==> src/rtl/crc_link_pkg.sv <==
package crc_link_pkg;

    localparam int CRC_W = 32;

    typedef logic [CRC_W-1:0] crc_word_t;

    typedef enum logic [0:0] {
        ST_SEED = 1'b0,
        ST_RUN  = 1'b1
    } crc_state_e;

    // One word step of an MSB-first shift register: CRC_W single-bit shifts.
    function automatic crc_word_t crc_shift_word(input crc_word_t val, input crc_word_t poly);
        crc_word_t c;
        c = val;
        for (int k = 0; k < CRC_W; k++) begin
            if (c[CRC_W-1]) c = (c << 1) ^ poly;
            else            c = c << 1;
        end
        return c;
    endfunction

    // Mask of combined-word bits that feed output bit 'row' of the network.
    function automatic crc_word_t crc_row_mask(input int row, input crc_word_t poly);
        crc_word_t m;
        crc_word_t col;
        m = '0;
        for (int j = 0; j < CRC_W; j++) begin
            col = crc_shift_word(crc_word_t'(1) << j, poly);
            m[j] = col[row];
        end
        return m;
    endfunction

endpackage

==> src/rtl/crc_link_matrix.sv <==
module crc_link_matrix
    import crc_link_pkg::*;
#(
    parameter crc_word_t POLY = 32'h04C1_1DB7
) (
    input  crc_word_t comb_i,
    output crc_word_t next_o
);

    for (genvar i = 0; i < CRC_W; i++) begin : g_row
        localparam crc_word_t ROW_MASK = crc_row_mask(i, POLY);
        assign next_o[i] = ^(comb_i & ROW_MASK);
    end

endmodule

==> src/rtl/crc_link_ctrl.sv <==
module crc_link_ctrl
    import crc_link_pkg::*;
(
    input  logic clk_i,
    input  logic srst_i,
    input  logic en_i,
    output logic load_seed_o,
    output logic advance_o,
    output logic absorbed_o
);

    crc_state_e state_q;
    crc_state_e state_d;

    always_comb begin
        state_d = state_q;
        unique case (state_q)
            ST_SEED: if (en_i) state_d = ST_RUN;
            ST_RUN:  state_d = ST_RUN;
            default: state_d = ST_SEED;
        endcase
    end

    always_ff @(posedge clk_i) begin
        if (srst_i) state_q <= ST_SEED;
        else        state_q <= state_d;
    end

    always_comb begin
        load_seed_o = srst_i;
        advance_o   = !srst_i && en_i;
        absorbed_o  = 1'b0;
        unique case (state_q)
            ST_SEED: absorbed_o = 1'b0;
            ST_RUN:  absorbed_o = 1'b1;
            default: absorbed_o = 1'b0;
        endcase
    end

endmodule

==> src/rtl/crc_link_gen.sv <==
module crc_link_gen
    import crc_link_pkg::*;
#(
    parameter logic [31:0] POLY    = 32'h04C1_1DB7,
    parameter logic [31:0] SEED    = 32'h5232_5032,
    parameter logic [31:0] RESIDUE = 32'hC704_DD7B
) (
    input  logic        clk_i,
    input  logic        srst_i,
    input  logic        en_i,
    input  logic [31:0] word_i,
    output logic [31:0] crc_o,
    output logic        err_o
);

    crc_word_t crc_q;
    crc_word_t comb_w;
    crc_word_t next_w;
    logic      load_seed_w;
    logic      advance_w;
    logic      absorbed_w;

    crc_link_ctrl u_ctrl (
        .clk_i      (clk_i),
        .srst_i     (srst_i),
        .en_i       (en_i),
        .load_seed_o(load_seed_w),
        .advance_o  (advance_w),
        .absorbed_o (absorbed_w)
    );

    assign comb_w = crc_q ^ word_i;

    crc_link_matrix #(.POLY(POLY)) u_matrix (
        .comb_i(comb_w),
        .next_o(next_w)
    );

    always_ff @(posedge clk_i) begin
        if (load_seed_w)    crc_q <= SEED;
        else if (advance_w) crc_q <= next_w;
    end

    assign crc_o = crc_q;
    assign err_o = en_i && absorbed_w && (crc_q != RESIDUE);

endmodule

==> config.mk <==
export PLATFORM = sky130hd
export DESIGN_NAME = crc_link_gen
export DESIGN_NICKNAME = d
export VERILOG_FILES = /design/src/rtl/crc_link_pkg.sv /design/src/rtl/crc_link_matrix.sv /design/src/rtl/crc_link_ctrl.sv /design/src/rtl/crc_link_gen.sv
export SDC_FILE = /design/constraint.sdc
export NUM_CORES = 1
export LEC_CHECK = 0
export ABC_CLOCK_PERIOD_IN_PS = 2500
export BUFFER_PORTS_ARGS = -buffer_cell sky130_fd_sc_hd__buf_2
export CORE_MARGIN = 4
export CORE_UTILIZATION = 45
export DETAILED_ROUTE_END_ITERATION = 6
export PLACE_DENSITY = 0.71
export SYNTH_ARGS = -nofsm -noshare
export SYNTH_HDL_FRONTEND = slang
export SYNTH_SLANG_ARGS = --single-unit
==> constraint.sdc <==
create_clock -name clk_i -period 2.5 [get_ports clk_i]
set_input_delay 0.25 -clock clk_i [delete_from_list [all_inputs] [get_ports clk_i]]
set_output_delay 0.25 -clock clk_i [all_outputs]
set_load 0.005 [all_outputs]
# Yosys cells after proc, flatten, opt, wreduce, memory -nomap -nowiden
# Cells that the tools add are included.
# Widths: inputs -> output; s select.
word_totals:
  regBits: 33
  input_bits: 35
  wordCells: 44
op_classes:
  n_eq_ne: 1
  mux: 3
  bitwise: 2
  n_reduce_logical: 36
ops:
  columns: ["operator", "count"]
  rows:
  - ["$reduce_xor 32->1", 32]
  - ["$ne 32x32->1 const B", 1]
  - ["$xor 32x32->32", 1]
  - ["$pmux 1 s2", 2]
  - ["$logic_and 1x1->1", 3]
  - ["$logic_not 1->1", 1]
  - ["$mux 1", 1]
  - ["$not 1->1", 1]

# Logic depth before layout (Yosys ltp)
logic_depth:
  word_depth: 4
  depth_mapped: 6
  ltp_nobuf: 6

# By module
# Synthesis repeated with hierarchy kept, for this count alone.
unflattened:
  hier_cells: 347
  hier_area_um2: 4242.8
modules_own_cells:
  columns: ["module", "n_inst", "cells_per_inst", "area_per_inst_um2"]
  rows:
  - ["crc_link_matrix", 1, 196, 2701.3]
  - ["crc_link_gen", 1, 147, 1497.7]
  - ["crc_link_ctrl", 1, 4, 43.8]

# Worst setup path after synthesis
# OpenSTA, ideal clock, no wires.
synth_timing:
  path_type: "register to register"
  from: "reg crc_q[18], in the netlist crc_o[18]"
  to: "reg crc_q[4], in the netlist crc_o[4]"
  arrival_time_ps: 2051
  required_ps: 2380
  setup_slack_ps: 329
  path_stages_with_launch: 7
  path_buffers: 0
  synth_period_minus_slack_ps: 2171
  path_cell_list: "dfxtp_1 -> xnor2_4 -> xnor3_2 -> xor2_1 -> xnor3_1 -> xnor2_1 -> o31a_1"
synth_between:
  elab_chain_cells: 2
synth_lines:
  columns: ["item", "line", "rtl"]
  rows:
  - ["start: declaration", "crc_link_gen.sv:16", "crc_word_t crc_q;"]
  - ["start signal: assignment", "crc_link_gen.sv:41", "else if (advance_w) crc_q <= next_w;"]
  - ["$xor 32x32->32", "crc_link_gen.sv:32", "assign comb_w = crc_q ^ word_i;"]
  - ["$reduce_xor 32->1", "crc_link_matrix.sv:12", "assign next_o[i] = ^(comb_i & ROW_MASK);"]
# No other way between the ends.
# A chain may end at the register's enable or synchronous reset.

# Final worst setup path
layout_timing:
  from: "reg crc_q[3], in the netlist crc_o[3]"
  to: "reg crc_q[4], in the netlist crc_o[4]"
# Same word-level chain as after synthesis.

==> summary.md <==
| Metric | Value |
|---|---|
| Top Metal Used | `met4` |
| Worst hold-check path type | `input pin to flip-flop` |
| Non-filler instance count after layout | `approximately 590` |
| Via density | `approximately 4.9` |
| Drt first pass iters | `5` |
| Worst-case clock buffer depth | `2` |
| Clock Pin Slew Worst Setup and Hold Paths | `~90 ps` |
| Initial DRC count | `about 140` |
| # setup viols final | `0` |
| Crit path capture type | `flip-flop` |
| Register area share after synthesis | `between 10% and 20%` |
| XOR/XNOR share of the synthesized area | `between 70 and 80%` |
| Number of global-route vias before repair | `between 2000 and 3000` |
| Post-synth top cells | `xnor2_1 (137), dfxtp_1 (33), xnor2_2 (33)` |
| Final-stage net count | `494` |
| I/O pin cnt | `68` |
| CTS sink cnt | `33` |
| Buf/Inv on CP | `0` |
| DP Cell Count | `between 500 and 600` |
| Final WL | `approximately 11000 um` |
| Mapped Cells | `between 300 and 400` |
| Largest net degree at the start of global routing | `37` |
| YS warnings | `0` |
| Simple-gate portion of the synthesized area | `5.89%` |
| Die extent in y | `between 100 and 150 um` |
| Min Clock Period, post-route | `~2400 ps` |
| Grt total ovfl | `0` |
| Setup slack at placement | `-43.5 ps` |
| Synthesized area | `around 0.0043 mm^2` |
| DR WL/cell | `between 15 and 20 um` |
| Final setup margin | `52.7 ps` |
| Unrepaired setup endpoints after global routing | `false` |
| Main combinational cell family by area after synthesis | `XOR/XNOR gates` |
| Post-synth top area cell | `xnor2_1` |
| Antenna-violating nets left | `0` |
| Placed cell area | `between 0.004 and 0.005 mm^2` |
| Primary FF master, synth | `dfxtp_1` |
| Final design area excluding fillers | `about 0.0051 mm^2` |
| First-pass GRT wire length | `17600 um` |
| Antenna violations before repair | `0` |
| Mux contribution to synthesized area | `less than 1%` |
| Total CTS buffers | `5` |
| Critical-path cell list | `xnor2_2 -> xnor3_2 -> xor2_1 -> xnor3_1 -> xnor2_1 -> o31a_1` |
| DRT met1 WL | `5170 um` |
| Synth top area share | `between 20% and 30%` |
| Met2 WL | `5420 um` |
| Dominant cells by area after synthesis | `xnor2_1 (28%), dfxtp_1 (15%), xnor2_2 (13%)` |
| Placer Congestion | `0.973` |
| Critical path data required time | `between 2000 and 3000 ps` |
| Maxcap violations | `0` |
| Vias post-DR | `about 2900` |
| Syn Area/Cell | `11.6 um^2` |
| Chip width | `between 100 and 150 um` |
| Die Area | `~0.011 mm^2` |
| Hold_buf cts | `0` |
| Crit path launch type | `flip-flop` |
| Final Slew Violations | `0` |
| Async SR Flop Fraction | `0%` |
| Port Buf Inserts | `67` |
| Outcome | `finished, final reports clean` |
| CTS H-tree depth | `2` |
| CTS tree | `built` |
| Cell row count | `35` |
| CP max FO | `5` |
| Initial Util | `between 40% and 50%` |
| Netlist cell types | `29` |
| Post-synth EDFFs | `0` |
| HPWL after detailed placement | `roughly 9500 um` |
| Residual DRC count | `0` |
| Slowest CP cell | `xnor2_2` |
| Core area | `approximately 0.0092 mm^2` |
| WS Path Type | `flip-flop to flip-flop` |
| Final Hold Viols | `0` |
| Worst-Skew Late Latency | `about 300 ps` |
| Area Overhead vs Synth | `18.4%` |
| Max incr delay on CP | `approximately 430 ps` |
| Slew HR | `between 40 and 50%` |
| Skew final | `about 8.7 ps` |
| Count leader, synth | `xnor2_1` |
| Max Clk Rate | `roughly 410 MHz` |
| Worst-margin pin slew | `~760 ps` |
| Net count after synthesis | `404` |
| Met3 routed WL | `around 680 um` |
| ANT cells | `0` |
| CTS root buffer | `clkbuf_8` |
| Share of cells above drive strength 1 | `36.5%` |
| Synth Register Bits | `33` |
| Complex-gate fraction of the synthesized area | `~6.2%` |
| GRT Overall Usage | `between 20% and 30%` |
| Data arrival, critical path | `2640 ps` |
| Top cell family by delay on the critical path | `XOR/XNOR gates` |
| Adder-cell share of the synthesized area | `0%` |
| Tcrit/Tclk final | `between 90 and 100%` |
[kinds of logic after synthesis]
kind of cell | count (synthesis)
xor+xnor | 241
buf+inv | 11
flops | 33
mux | 2
compound gates | 32
simple gates | 50
[registers in the layout, indices dropped and copies added (netlist names)]
| register | cells |
|---|---|
| crc_o | 32 |
| u_ctrl.state_q | 1 |
[metrics by stage]
stage	setup TNS, ps	hold WS (ps)	util (%)
detailed placement	-43.5	460	53.2
floorplan	0	435	-
CTS	0	225	54.7
global placement	0	451	53.2
global route	0	251	54.7
finish	0	213	54.7
[final timing paths]
path | from | to | slack, ps | cells after the start
setup reg to reg | crc_o[3] | crc_o[4] | 50 | 6
hold / removal | en_i | u_ctrl.state_q | 210 | 3
setup / recovery | crc_o[3] | crc_o[4] | 50 | 6
hold reg to reg | u_ctrl.state_q | u_ctrl.state_q | 470 | 2
[worst reg2reg max path: stages, from the launching register on]
cell and delay [ps]:
dfxtp_1 370, xnor2_2 430, xnor3_2 390, xor2_1 300
xnor3_1 420, xnor2_1 180, o31a_1 260
[metal layers]
| layer | up-vias | GRT usage, % |
|---|---|---|
| li1 | 1392 | - |
| met5 | - | 0 |
| met4 | 0 | 5.15 |
| met1 | 1399 | 28.7 |
| met3 | 18 | 3.80 |
| met2 | 90 | 35.0 |
[layout by cell type, fill, tap and decap left out, drive strengths merged]
cell      Yosys  final
nor4          2      2
a211o         6      6
dfxtp        33     33
a41oi         1      1
a21oi         4      4
nor3          4      4
clkbuf       10      6
xnor3        20     20
or2           1      1
nand2         3      3
nor4b         2      2
nor2b         7      7
o31a          1      1
nand4b        4      4
xnor2       188    188
clkinvlp      0      1
bufinv        0      1
a211oi       20     20
inv           1      1
nand3         1      1
mux2i         1      1
xor3          1      1
or3           1      1
buf           0     93
nor2         25     25
mux2          1      1
xor2         32     32
[layout make-up]
class / count / area, um^2
clock inverter: 2 / 37.5
inverter: 1 / 3.75
sequential: 33 / 662
tap: 129 / 161
fill: 817 / 4180
timing repair buffer: 93 / 531
multi-input combinational: 325 / 3580
clock buffer: 6 / 82.6
[timing repair]
action	CTS	global route
gates cloned	0	0
gates resized for setup	1	1
buffers inserted	1	0
pin swaps	1	1
setup endpoints to repair	1	1
Power is not shown: default switching activity piles up to over one toggle a cycle in this logic, so the estimate is an artifact.
